--- src/rtl/npc_pkg.sv ---
package npc_pkg;
    localparam logic [5:0] OP_SPECIAL = 6'b000000;
    localparam logic [5:0] OP_REGIMM  = 6'b000001;
    localparam logic [5:0] OP_JABS    = 6'b000010;
    localparam logic [5:0] OP_JABSL   = 6'b000011;
    localparam logic [5:0] OP_BEQ     = 6'b000100;
    localparam logic [5:0] OP_BNE     = 6'b000101;
    localparam logic [5:0] OP_BLEZ    = 6'b000110;
    localparam logic [5:0] OP_BGTZ    = 6'b000111;

    localparam logic [5:0] FN_JREG    = 6'b001000;
    localparam logic [5:0] FN_JREGL   = 6'b001001;

    localparam logic [4:0] RI_LTZ     = 5'b00000;
    localparam logic [4:0] RI_GEZ     = 5'b00001;
    localparam logic [4:0] RI_LTZL    = 5'b10000;
    localparam logic [4:0] RI_GEZL    = 5'b10001;

    typedef enum logic [3:0] {
        CK_SEQ,
        CK_EQ,
        CK_NE,
        CK_LEZ,
        CK_GTZ,
        CK_LTZ,
        CK_GEZ,
        CK_JABS,
        CK_JREG
    } ctl_kind_e;

    typedef struct packed {
        ctl_kind_e kind;
        logic      link;
        logic      link_from_rd;
    } ctl_dec_t;
endpackage

--- src/rtl/npc_decode.sv ---
module npc_decode
    import npc_pkg::*;
(
    input  logic [5:0] opcode_i,
    input  logic [4:0] rtf_i,
    input  logic [5:0] funct_i,
    output ctl_dec_t   dec_o
);
    always_comb begin
        dec_o = '{kind: CK_SEQ, link: 1'b0, link_from_rd: 1'b0};
        unique case (opcode_i)
            OP_BEQ:   dec_o.kind = CK_EQ;
            OP_BNE:   dec_o.kind = CK_NE;
            OP_BLEZ:  dec_o.kind = CK_LEZ;
            OP_BGTZ:  dec_o.kind = CK_GTZ;
            OP_JABS:  dec_o.kind = CK_JABS;
            OP_JABSL: begin
                dec_o.kind = CK_JABS;
                dec_o.link = 1'b1;
            end
            OP_REGIMM: begin
                unique case (rtf_i)
                    RI_LTZ:  dec_o.kind = CK_LTZ;
                    RI_GEZ:  dec_o.kind = CK_GEZ;
                    RI_LTZL: begin
                        dec_o.kind = CK_LTZ;
                        dec_o.link = 1'b1;
                    end
                    RI_GEZL: begin
                        dec_o.kind = CK_GEZ;
                        dec_o.link = 1'b1;
                    end
                    default: dec_o.kind = CK_SEQ;
                endcase
            end
            OP_SPECIAL: begin
                unique case (funct_i)
                    FN_JREG:  dec_o.kind = CK_JREG;
                    FN_JREGL: begin
                        dec_o.kind         = CK_JREG;
                        dec_o.link         = 1'b1;
                        dec_o.link_from_rd = 1'b1;
                    end
                    default: dec_o.kind = CK_SEQ;
                endcase
            end
            default: dec_o.kind = CK_SEQ;
        endcase
    end

    // only linking kinds may request a link write
    always_comb begin
        if (dec_o.link) begin
            p_link_kind_r5: assert (dec_o.kind inside {CK_LTZ, CK_GEZ, CK_JABS, CK_JREG})
                else $error("link requested by non-linking kind");
        end
    end
endmodule

--- src/rtl/npc_cond.sv ---
module npc_cond
    import npc_pkg::*;
#(
    parameter int XLEN = 32
) (
    input  ctl_kind_e        kind_i,
    input  logic [XLEN-1:0]  opa_i,
    input  logic [XLEN-1:0]  opb_i,
    output logic             take_o
);
    logic neg;
    logic zero;

    assign neg  = opa_i[XLEN-1];
    assign zero = (opa_i == '0);

    always_comb begin
        unique case (kind_i)
            CK_EQ:   take_o = (opa_i == opb_i);
            CK_NE:   take_o = (opa_i != opb_i);
            CK_LEZ:  take_o = neg | zero;
            CK_GTZ:  take_o = ~neg & ~zero;
            CK_LTZ:  take_o = neg;
            CK_GEZ:  take_o = ~neg;
            CK_JABS: take_o = 1'b1;
            CK_JREG: take_o = 1'b1;
            default: take_o = 1'b0;
        endcase
    end
endmodule

--- src/rtl/npc_target.sv ---
module npc_target #(
    parameter int XLEN   = 32,
    parameter int IDX_W  = 26,
    parameter int OFF_W  = 16,
    parameter int ALIGN  = 2
) (
    input  logic [XLEN-1:0]  pc_i,
    input  logic [IDX_W-1:0] index_i,
    input  logic [XLEN-1:0]  reg_i,
    output logic [XLEN-1:0]  seq_o,
    output logic [XLEN-1:0]  rel_o,
    output logic [XLEN-1:0]  abs_o,
    output logic [XLEN-1:0]  ind_o
);
    localparam int REGION_LO = IDX_W + ALIGN;
    localparam int EXT_W     = XLEN - OFF_W - ALIGN;
    localparam logic [XLEN-1:0] STEP = XLEN'(1 << ALIGN);

    logic [OFF_W-1:0] off;
    logic [XLEN-1:0]  off_bytes;

    assign off       = index_i[OFF_W-1:0];
    assign off_bytes = {{EXT_W{off[OFF_W-1]}}, off, {ALIGN{1'b0}}};

    assign seq_o = pc_i + STEP;
    assign rel_o = seq_o + off_bytes;
    assign abs_o = {seq_o[XLEN-1:REGION_LO], index_i, {ALIGN{1'b0}}};
    assign ind_o = reg_i;
endmodule

--- src/rtl/npc_unit.sv ---
module npc_unit
    import npc_pkg::*;
#(
    parameter int XLEN     = 32,
    parameter int REG_AW   = 5,
    parameter int LINK_REG = 31
) (
    input  logic [XLEN-1:0]   pc_i,
    input  logic [31:0]       instr_i,
    input  logic [XLEN-1:0]   rs_val_i,
    input  logic [XLEN-1:0]   rt_val_i,
    output logic [XLEN-1:0]   next_pc_o,
    output logic              redirect_o,
    output logic              link_we_o,
    output logic [REG_AW-1:0] link_rd_o,
    output logic [XLEN-1:0]   link_val_o
);
    localparam logic [REG_AW-1:0] LINK_IDX = REG_AW'(LINK_REG);
    localparam int REGION_LO = 28;

    ctl_dec_t        dec;
    logic            take;
    logic [XLEN-1:0] seq_pc;
    logic [XLEN-1:0] rel_pc;
    logic [XLEN-1:0] abs_pc;
    logic [XLEN-1:0] ind_pc;

    npc_decode u_decode (
        .opcode_i (instr_i[31:26]),
        .rtf_i    (instr_i[20:16]),
        .funct_i  (instr_i[5:0]),
        .dec_o    (dec)
    );

    npc_cond #(.XLEN(XLEN)) u_cond (
        .kind_i (dec.kind),
        .opa_i  (rs_val_i),
        .opb_i  (rt_val_i),
        .take_o (take)
    );

    npc_target #(.XLEN(XLEN)) u_target (
        .pc_i    (pc_i),
        .index_i (instr_i[25:0]),
        .reg_i   (rs_val_i),
        .seq_o   (seq_pc),
        .rel_o   (rel_pc),
        .abs_o   (abs_pc),
        .ind_o   (ind_pc)
    );

    always_comb begin
        unique case (dec.kind)
            CK_JABS: next_pc_o = abs_pc;
            CK_JREG: next_pc_o = ind_pc;
            CK_SEQ:  next_pc_o = seq_pc;
            default: next_pc_o = take ? rel_pc : seq_pc;
        endcase
    end

    assign redirect_o = take;
    assign link_we_o  = dec.link & take;
    assign link_rd_o  = !link_we_o ? '0 :
                        (dec.link_from_rd ? instr_i[15:11] : LINK_IDX);
    assign link_val_o = seq_pc;

    always_comb begin
        // a link write never happens without the transfer being taken
        if (link_we_o) begin
            p_link_needs_taken_r5: assert (redirect_o)
                else $error("link write without redirect");
        end
        // without redirect the fetch continues at the fall-through
        if (!redirect_o) begin
            p_fallthrough_r1: assert (next_pc_o == seq_pc)
                else $error("no redirect but next address not sequential");
        end
        // non-control kinds never redirect
        if (dec.kind == CK_SEQ) begin
            p_seq_no_redirect_r10: assert (!redirect_o)
                else $error("sequential kind redirected");
        end
        // a taken above-zero branch has a strictly positive operand
        if (dec.kind == CK_GTZ && redirect_o) begin
            p_gtz_positive_r3: assert (!rs_val_i[XLEN-1] && rs_val_i != '0)
                else $error("above-zero taken on non-positive operand");
        end
        // absolute jumps stay in the region of the fall-through
        if (dec.kind == CK_JABS) begin
            p_region_kept_r6: assert (next_pc_o[XLEN-1:REGION_LO] == seq_pc[XLEN-1:REGION_LO])
                else $error("absolute jump left region");
        end
    end
endmodule

--- config.mk ---
export PLATFORM = sky130hd
export DESIGN_NAME = npc_unit
export DESIGN_NICKNAME = d
export VERILOG_FILES = /design/src/rtl/npc_pkg.sv /design/src/rtl/npc_decode.sv /design/src/rtl/npc_cond.sv /design/src/rtl/npc_target.sv /design/src/rtl/npc_unit.sv
export SDC_FILE = /design/constraint.sdc
export NUM_CORES = 1
export LEC_CHECK = 0
export BUFFER_PORTS_ARGS = -buffer_cell sky130_fd_sc_hd__buf_2
export CORE_ASPECT_RATIO = 0.7
export CORE_MARGIN = 5
export CORE_UTILIZATION = 46
export DETAILED_ROUTE_END_ITERATION = 8
export GPL_TIMING_DRIVEN = 1
export PLACE_DENSITY = 0.81
export RECOVER_POWER = 100
export SLEW_MARGIN = 20
export SYNTH_ARGS = -nofsm -noshare
export SYNTH_HDL_FRONTEND = slang
export SYNTH_HIERARCHICAL = 1
export SYNTH_SLANG_ARGS = --single-unit
export TNS_END_PERCENT = 5
--- constraint.sdc ---
create_clock -name vclk -period 7.64
set_clock_uncertainty 0.2 [all_clocks]
set_input_delay 1.91 -clock vclk [all_inputs]
set_output_delay 1.91 -clock vclk [all_outputs]
set_load 0.1 [all_outputs]
==> results.md, run 1 <==
- status: complete, no violations
- share of the synthesized area in compound gates (AO/OA/AOI/OAI): 0.2871
- Worst Path Arrival: 5.44 ns
- switching power share of the total: 0.6455
- CP Cell Sequence: buf_2 > buf_4 > ha_1 > nand2_1 > nor3_2 > xor2_2 > ha_1 > and4_1 > nor3b_2 > a22oi_2 > o31ai_2 > buf_4 > a311oi_4 > xnor2_1 > inv_1 > a221oi_4 > buf_12
- Largest delay share family, worst path: compound AO/OA/AOI/OAI gates
- die height: 93.81 um
- core region area: 0.009759 mm2
- number of I/O port buffers: 199
- Initial Util: 0.4729
- count of buffering cells on the critical path with inverters included: 5
- multi-input logic area: 0.004822 mm2
- post-route clock period utilization: 0.9888
- clock buffer count in the final layout: 0
- cells after synthesis: 664
- maxcap violations: 0
- Die Wd: 129.7 um
- length of the first detailed-routing pass in iterations: 6
- cell internal pwr: 0.2492 mW
- number of sequential cells in the layout: 0
- Setup Viol. Count Final: 0
- Min Clock Period, post-route: 7.554 ns
- Synth Cell Area: 0.004616 mm2
- Synth Area in XOR/XNOR: 0.1629
- main combinational cell family by area after synthesis: compound AO/OA/AOI/OAI gates
- Hold Crit Depth: 4
- Routed wire per std cell: 22.21 um
- data required time of the worst path: 5.53 ns
- GR Layer Usage met1: 0.4374
- Max-slew headroom: 0.2174
- proportion of layout cells with a drive suffix above 1: 0.4547
- Reg area: 0 um2
- via count: 6158
- final hold vios: 0
- post-synthesis average cell area: 6.951 um2
- worst setup path end: next_pc_o[28]
- Sw Pwr: 0.4537 mW
- GR peak layer: met2
- global routing met2 resource utilization: 0.5111
- multiplexer share of the synthesized area: 0.03958
- fraction of the mapped netlist area in adder cells: 0.09379
- Antenna Diode Count: 0
- synthesized-area fraction occupied by and/or/nand/nor cells: 0.2502
- worst setup path class: input port to output pin
- total routing usage reported by global routing: 0.3268
- element type at the critical path end: output pin
- fin. max-slew vios: 0
- global-route met3 utilization: 0.06989
- Leakage: 3.033 nW
- proportion of synthesized chip area in sequential cells: 0
- power per cell area: 97.61 mW/mm2
- Die Area: 0.01217 mm2
- post-route antenna net violation count: 0
- Hold WC Path Type: input port to output pin
- finished layout cell area: 0.007201 mm2
- area growth from synthesis to layout: 56.00%
- Ports: 199
- worst ir drop on vdd: 0.00006875 V
- Post-DP HPWL: 17610 um
- cell row count: 30
- number of nets in the layout: 1002
- hold_sp: instr_i[11]
- routability-driven placement congestion ratio: 1.023
- pin count of the biggest net entering global routing: 21
- area post-placement: 0.006877 mm2
- share of power burned in the clock network: 0
- Reg power frac: 0
- total wire length: 21460 um
- fmax: 132.4 MHz
- logic depth of the worst path, buffers included: 17
- worst-margin pin slew: 1.179 ns
- Critical Path Start Type: input port
- part of the total power dissipated in combinational logic: 1.000
- critical path startpoint: pc_i[2]
- antenna violations before repair: 0
- count of hold-fix buffers inserted at cts: 0
- Syn. warnings: 6
- critical-path cell with the highest stage delay: sky130_fd_sc_hd__ha_1
- first-pass GRT wire length: 31790 um
- worst hold slack: 4.047 ns
- number of global-route vias before repair: 5916
- Congestion Overflow GR: 0
- DRC: 0
- maximum net fanout on the critical path: 5
- initial DRC count: 764
- filler cell count in the final layout: 772
- routed via count divided by cell count: 6.375
- delay contributed by the slowest stage of the critical path: 0.35 ns
- number of library cell types mapped by synthesis: 70
-- metrics by stage --
| step | instances | utilization | worst slack (ns) | total power, mW | setup TNS [ns] |
|---|---|---|---|---|---|
| after floorplan | 665 | - | -0.4882 | 0.4629 | -11.69 |
| after CTS | 955 | 0.7067 | -0.003214 | 0.6706 | -0.003214 |
| after detailed placement | 955 | 0.7046 | -0.05304 | 0.6662 | -0.1190 |
| after global placement | 955 | 0.7046 | -0.08608 | 0.6577 | -0.1784 |
| final | 966 | 0.7378 | 0.08554 | 0.7029 | 0 |
| after global routing | 966 | 0.7378 | -0.01711 | 0.7348 | -0.01772 |
-- cell usage after synthesis, types with 4 or more instances --
| cell | n | area share |
|---|---|---|
| sky130_fd_sc_hd__nand2_1 | 49 | 0.040 |
| sky130_fd_sc_hd__clkbuf_1 | 17 | 0.014 |
| sky130_fd_sc_hd__o31ai_1 | 5 | 0.0081 |
| sky130_fd_sc_hd__buf_4 | 68 | 0.11 |
| sky130_fd_sc_hd__a21oi_1 | 53 | 0.057 |
| sky130_fd_sc_hd__buf_2 | 8 | 0.0087 |
| sky130_fd_sc_hd__nor2b_1 | 15 | 0.020 |
| sky130_fd_sc_hd__mux2i_1 | 16 | 0.035 |
| sky130_fd_sc_hd__xnor2_1 | 39 | 0.074 |
| sky130_fd_sc_hd__a211oi_1 | 9 | 0.015 |
| sky130_fd_sc_hd__and3_1 | 5 | 0.0068 |
| sky130_fd_sc_hd__a21o_1 | 5 | 0.0081 |
| sky130_fd_sc_hd__or3_1 | 11 | 0.015 |
| sky130_fd_sc_hd__a311oi_1 | 4 | 0.0076 |
| sky130_fd_sc_hd__o21ai_0 | 23 | 0.025 |
| sky130_fd_sc_hd__nand3_1 | 18 | 0.020 |
| sky130_fd_sc_hd__nor2_1 | 28 | 0.023 |
| sky130_fd_sc_hd__nor4_1 | 17 | 0.023 |
| sky130_fd_sc_hd__nor3_1 | 12 | 0.013 |
| sky130_fd_sc_hd__a221oi_2 | 10 | 0.033 |
| sky130_fd_sc_hd__nand4_1 | 20 | 0.027 |
| sky130_fd_sc_hd__inv_1 | 33 | 0.027 |
| sky130_fd_sc_hd__a221oi_1 | 7 | 0.013 |
| sky130_fd_sc_hd__ha_1 | 33 | 0.089 |
| sky130_fd_sc_hd__xor2_1 | 45 | 0.085 |
| sky130_fd_sc_hd__a22oi_1 | 16 | 0.026 |
| sky130_fd_sc_hd__o22ai_1 | 34 | 0.046 |
-- layout make-up --
type                       count  share of cell area
multi-input combinational    536              0.6697
inverter                      33             0.01720
timing repair buffer         269              0.2909
tap                          128             0.02224
-- power groups by stage --
stage	sequential [mW]	clock [mW]	combinational, mW
after floorplan	0	0	0.463
after global placement	0	0	0.658
after detailed placement	0	0	0.666
after CTS	0	0	0.671
after global routing	0	0	0.735
final	0	0	0.703
-- worst min-delay path by stage --
stage / to / slack, ns
6_report: link_rd_o[0] / 4.05
5_1_grt: link_rd_o[0] / 4.06
4_1_cts: link_val_o[1] / 4.02
3_5_place_dp: link_val_o[1] / 4.02
3_3_place_gp: link_val_o[1] / 4.02
2_1_floorplan: link_val_o[22] / 3.82
-- per-layer routing --
metal / share of wire / wire length (um)
met5: 0 / 0
met4: 0.041 / 873
met3: 0.11 / 2426
met2: 0.44 / 9459
met1: 0.41 / 8700
-- cell families after synthesis --
| kind of cell | after synthesis |
|---|---|
| AO/OA/AOI/OAI | 192 |
| adder cells (fa/ha/maj) | 34 |
| XOR/XNOR | 85 |
| AND/OR/NAND/NOR | 205 |
| multiplexers | 18 |
| buffers and inverters | 129 |
| other | 1 |
-- what timing repair did --
action                                  4_1_cts  5_1_grt
setup buffers                                 0       11
endpoints found under the setup margin        3       11
pin swaps                                     1       20
gates resized for setup                       4       45
-- placed cells by master (no fill, tap or decap), drive strengths merged, types with 3 or more instances in the layout --
cell type,instances
nor2b,15
ha,33
o22ai,35
nand3,18
a21o,5
or4b,4
o21a,3
xnor2,40
nand2,49
o211ai,4
o21ai,26
a22oi,17
nor2,28
nand4,22
nor4b,3
mux2i,16
buf,258
a21oi,54
clkbuf,11
a311oi,4
a221oi,17
o31ai,5
and4,3
or3,11
nor3,12
and2,4
xor2,45
nor4,20
a211oi,10
inv,33
and3,6
o21bai,3
Note: power is estimated with default switching activity, not from simulation.
==> run 2: changes to the inputs <==
--- a/config.mk
+++ b/config.mk
@@ -10,9 +10,11 @@
 export CORE_MARGIN = 5
 export CORE_UTILIZATION = 46
 export DETAILED_ROUTE_END_ITERATION = 8
+export GPL_ROUTABILITY_DRIVEN = 0
 export GPL_TIMING_DRIVEN = 1
 export PLACE_DENSITY = 0.81
 export RECOVER_POWER = 100
+export REMOVE_ABC_BUFFERS = 1
 export SLEW_MARGIN = 20
 export SYNTH_ARGS = -nofsm -noshare
 export SYNTH_HDL_FRONTEND = slang
==> results.md, run 2 (same netlist as run 1, synthesis figures left out) <==
- status: complete, no violations
- switching power share of the total: 0.6845
- maximum net fanout on the critical path: 7
- Critical Path Start Type: input port
- Die Wd: 129.7 um
- fin. max-slew vios: 0
- cell internal pwr: 0.1912 mW
- Routed wire per std cell: 20.77 um
- critical-path cell with the highest stage delay: sky130_fd_sc_hd__a2111oi_0
- via count: 6001
- post-route clock period utilization: 0.9986
- delay contributed by the slowest stage of the critical path: 0.36 ns
- power per cell area: 102.3 mW/mm2
- Ports: 199
- Min Clock Period, post-route: 7.630 ns
- CP Cell Sequence: buf_2 > nand3_1 > nor3_2 > buf_4 > nand2_1 > xnor2_1 > ha_1 > buf_4 > a21oi_1 > o21ai_0 > a21oi_1 > o221ai_1 > a2111oi_0 > a311oi_1 > mux2i_1 > a22oi_2 > buf_12
- die height: 93.81 um
- final hold vios: 0
- worst ir drop on vdd: 0.0001039 V
- worst setup path class: input port to output pin
- Worst Path Arrival: 5.52 ns
- share of power burned in the clock network: 0
- Finished Layout Cells: 943
- most frequent cells in the layout: sky130_fd_sc_hd__buf_2, sky130_fd_sc_hd__a21oi_1, sky130_fd_sc_hd__nand2_1, sky130_fd_sc_hd__buf_4, sky130_fd_sc_hd__xor2_1
- maxcap violations: 0
- Sw Pwr: 0.4148 mW
- count of buffering cells on the critical path with inverters included: 4
- cell total after placement: 940
- cell row count: 30
- routed via count divided by cell count: 6.364
- area growth from synthesis to layout: 28.30%
- Reg area: 0 um2
- Post-DP HPWL: 16250 um
- number of I/O port buffers: 199
- Initial Util: 0.4729
- Largest delay share family, worst path: compound AO/OA/AOI/OAI gates
- Leakage: 2.609 nW
- initial DRC count: 724
- Max-slew headroom: 0.1688
- clock buffer count in the final layout: 0
- number of sequential cells in the layout: 0
- core region area: 0.009759 mm2
- data required time of the worst path: 5.53 ns
- Setup Viol. Count Final: 0
- proportion of layout cells with a drive suffix above 1: 0.3305
- antenna violations before repair: 1
- Reg power frac: 0
- number of nets in the layout: 978
- Die Area: 0.01217 mm2
- total routing usage reported by global routing: 0.3009
- first-pass GRT wire length: 29350 um
- pin count of the biggest net entering global routing: 24
- most common cell after layout, fill and taps aside: sky130_fd_sc_hd__buf_2
- Hold WC Path Type: input port to output pin
- post-route antenna net violation count: 0
- total wire length: 19590 um
- Congestion Overflow GR: 0
- DRC: 0
- number of global-route vias before repair: 5616
- unrepaired setup endpoints after global routing: yes
- Fin Setup TNS: 0 ns
- length of the first detailed-routing pass in iterations: 6
- part of the total power dissipated in combinational logic: 1.000
- worst-margin pin slew: 1.252 ns
- element type at the critical path end: output pin
- fmax: 131.1 MHz
## run 2: cell types whose count changed in the layout (fill, tap and decap cells not counted), moves of 8 or more
| cell | previous run | this run |
|---|---|---|
| sky130_fd_sc_hd__clkbuf_2 | 0 | 12 |
| sky130_fd_sc_hd__a22oi_2 | 14 | 3 |
| sky130_fd_sc_hd__clkbuf_1 | 11 | 30 |
| sky130_fd_sc_hd__a221oi_1 | 0 | 10 |
| sky130_fd_sc_hd__buf_4 | 68 | 45 |
| sky130_fd_sc_hd__xnor2_4 | 13 | 0 |
| sky130_fd_sc_hd__buf_2 | 150 | 134 |
| sky130_fd_sc_hd__buf_12 | 39 | 23 |
| sky130_fd_sc_hd__a22oi_1 | 3 | 14 |
| sky130_fd_sc_hd__xnor2_1 | 19 | 35 |
| sky130_fd_sc_hd__a21oi_1 | 44 | 52 |
| sky130_fd_sc_hd__a221oi_4 | 17 | 0 |
## run 2: final timing paths
check	start	endpoint	slack [ns]	cells past startpoint
max	pc_i[11]	next_pc_o[29]	0.01	17
min	rs_val_i[29]	next_pc_o[29]	4.05	4
## run 2: power groups by stage
| stage | registers, mW | logic (mW) | clock network (mW) |
|---|---|---|---|
| after floorplan | 0 | 0.396 | 0 |
| final | 0 | 0.606 | 0.0000000175 |
| after CTS | 0 | 0.610 | 0 |
| after global routing | 0 | 0.638 | 0.0000000175 |
| after global placement | 0 | 0.602 | 0 |
| after detailed placement | 0 | 0.608 | 0 |
## run 2: stage by stage
stage	setup slack [ns]	instance area, um2	total power [mW]	util	hold slack (ns)
2_1_floorplan	-3.473	3979	0.3963	-	3.620
3_3_place_gp	0.06286	6066	0.6021	0.6215	4.025
3_5_place_dp	0.06715	6066	0.6084	0.6215	4.034
4_1_cts	0.02007	6066	0.6104	0.6215	4.032
5_1_grt	-0.1631	5922	0.6378	0.6068	4.063
6_report	0.01047	5922	0.6060	0.6068	4.050
## run 2: final cells by class
class / count / area [um2]
multi-input cells: 536 / 3986
fillers: 896 / 3837
repair buffers: 245 / 1649
well taps: 128 / 160.2
inverters: 33 / 123.9
diodes: 1 / 2.502
## run 2: repair_timing
action                                  CTS  global route
hold buffers                              0             0
gates resized for setup                   0            32
setup buffers                             0             2
endpoints found under the setup margin    0            11
## run 2: metal layers
layer	vias up	track usage	share of wire
li1	2715	-	-
met1	2738	0.4124	0.39
met2	468	0.4640	0.43
met3	80	0.06648	0.13
met4	0	0.09948	0.042
met5	-	0	0
## run 2: worst min-delay path, stage by stage
cell and delay (ns):
sky130_fd_sc_hd__buf_2 0.12, sky130_fd_sc_hd__nand2_1 0.07, sky130_fd_sc_hd__a22oi_2 0.07, sky130_fd_sc_hd__buf_12 0.17
==> run 3: changes to the inputs <==
--- a/config.mk
+++ b/config.mk
@@ -5,7 +5,7 @@
 export SDC_FILE = /design/constraint.sdc
 export NUM_CORES = 1
 export LEC_CHECK = 0
-export BUFFER_PORTS_ARGS = -buffer_cell sky130_fd_sc_hd__buf_2
+export BUFFER_PORTS_ARGS = -buffer_cell sky130_fd_sc_hd__clkbuf_2
 export CORE_ASPECT_RATIO = 0.7
 export CORE_MARGIN = 5
 export CORE_UTILIZATION = 46
==> results.md, run 3 (same netlist as run 1, synthesis figures left out) <==
- Routed wire per std cell: 21.66 um
- worst ir drop on vdd: 0.0001005 V
- number of I/O port buffers: 199
- maximum net fanout on the critical path: 6
- worst hold slack: 4.043 ns
- Fin Setup TNS: -0.05621 ns
- most frequent cells in the layout: sky130_fd_sc_hd__clkbuf_2, sky130_fd_sc_hd__a21oi_1, sky130_fd_sc_hd__nand2_1, sky130_fd_sc_hd__buf_4, sky130_fd_sc_hd__xor2_1
- element type at the critical path end: output pin
- Hold WC Path Type: input port to output pin
- fmax: 129.9 MHz
- Die Area: 0.01217 mm2
- filler cell count in the final layout: 881
- antenna violations before repair: 0
- post-route clock period utilization: 1.007
- Critical Path Start Type: input port
- pin count of the biggest net entering global routing: 24
- unrepaired setup endpoints after global routing: yes
- post-route antenna net violation count: 0
- via count: 6106
- fin. max-slew vios: 0
- Worst Path Arrival: 5.59 ns
- clock buffer count in the final layout: 0
- total routing usage reported by global routing: 0.3035
- most common cell after layout, fill and taps aside: sky130_fd_sc_hd__clkbuf_2
- initial DRC count: 696
- area growth from synthesis to layout: 29.44%
- Reg area: 0 um2
- Max-slew headroom: 0.1720
- worst setup path class: input port to output pin
- number of nets in the layout: 980
- Ports: 199
- number of sequential cells in the layout: 0
- number of global-route vias before repair: 5776
- worst-margin pin slew: 1.247 ns
- proportion of layout cells with a drive suffix above 1: 0.3456
- core region area: 0.009759 mm2
- Die Wd: 129.7 um
- data required time of the worst path: 5.53 ns
- Post-DP HPWL: 16430 um
- status: finished with violations
- Leakage: 2.632 nW
- length of the first detailed-routing pass in iterations: 6
- final hold vios: 0
- Min Clock Period, post-route: 7.696 ns
- first-pass GRT wire length: 29550 um
- smallest setup slack after layout: -0.05621 ns
- Setup Viol. Count Final: 1
- Antenna Diode Count: 0
- DRC: 0
- failing checks: setup timing
- Initial Util: 0.4729
- maxcap violations: 0
- Power, Total: 0.6127 mW
- die height: 93.81 um
- Congestion Overflow GR: 0
- routed via count divided by cell count: 6.468
- cell row count: 30
- power per cell area: 102.6 mW/mm2
- total wire length: 20450 um
-- run 3: power by group --
part	internal, mW	switching (mW)	leakage [nW]	total [mW]
logic	0.191	0.421	2.63	0.613
registers	0	0	0	0
clock network	0	0	0	0
-- run 3: final cells by class --
| type | count | area (um2) | area share |
|---|---|---|---|
| Tap cell | 128 | 160.2 | 0.02681 |
| Multi-Input combinational cell | 536 | 4073 | 0.6817 |
| Inverter | 33 | 123.9 | 0.02073 |
| Timing Repair Buffer | 247 | 1618 | 0.2708 |
-- run 3: per-stage QoR --
step             util  area (um2)  setup WS (ns)  instances
6_report       0.6122        5974       -0.05621        944
3_5_place_dp   0.6238        6088      -0.005640        943
2_1_floorplan       -        3979         -3.473        569
5_1_grt        0.6122        5974       -0.04776        944
3_3_place_gp   0.6238        6088        0.09927        943
4_1_cts        0.6249        6098       0.004168        943
-- run 3: layer usage --
metal / vias to the layer above / track usage / share of wire
met3: 111 / 0.1011 / 0.14
met5: - / 0 / 0
met2: 500 / 0.4760 / 0.43
li1: 2731 / - / -
met1: 2764 / 0.3905 / 0.38
met4: 0 / 0.09775 / 0.052
-- run 3: timing repair --
item / in CTS / in global routing
pin swaps: 0 / 3
resized for setup: 2 / 44
buffers inserted: 0 / 1
endpoints found under the setup margin: 2 / 9
hold buffers: 0 / 0
-- run 3: final timing paths --
check / from / end / slack, ns / cells past startpoint
worst max-delay path: pc_i[2] / next_pc_o[18] / -0.06 / 15
worst min-delay path: rs_val_i[29] / next_pc_o[29] / 4.04 / 4
-- run 3: critical path, cell delays in order --
cell                       delay, ns
sky130_fd_sc_hd__clkbuf_2       0.16
sky130_fd_sc_hd__ha_1           0.23
sky130_fd_sc_hd__buf_4          0.17
sky130_fd_sc_hd__nand4_1        0.16
sky130_fd_sc_hd__xnor2_1        0.22
sky130_fd_sc_hd__ha_1           0.39
sky130_fd_sc_hd__nand2_1        0.07
sky130_fd_sc_hd__o21ai_0        0.40
sky130_fd_sc_hd__a211oi_1       0.16
sky130_fd_sc_hd__nor3_1         0.56
sky130_fd_sc_hd__nor2_1         0.15
sky130_fd_sc_hd__xnor2_1        0.21
sky130_fd_sc_hd__inv_1          0.07
sky130_fd_sc_hd__a221oi_2       0.32
sky130_fd_sc_hd__clkbuf_4       0.40
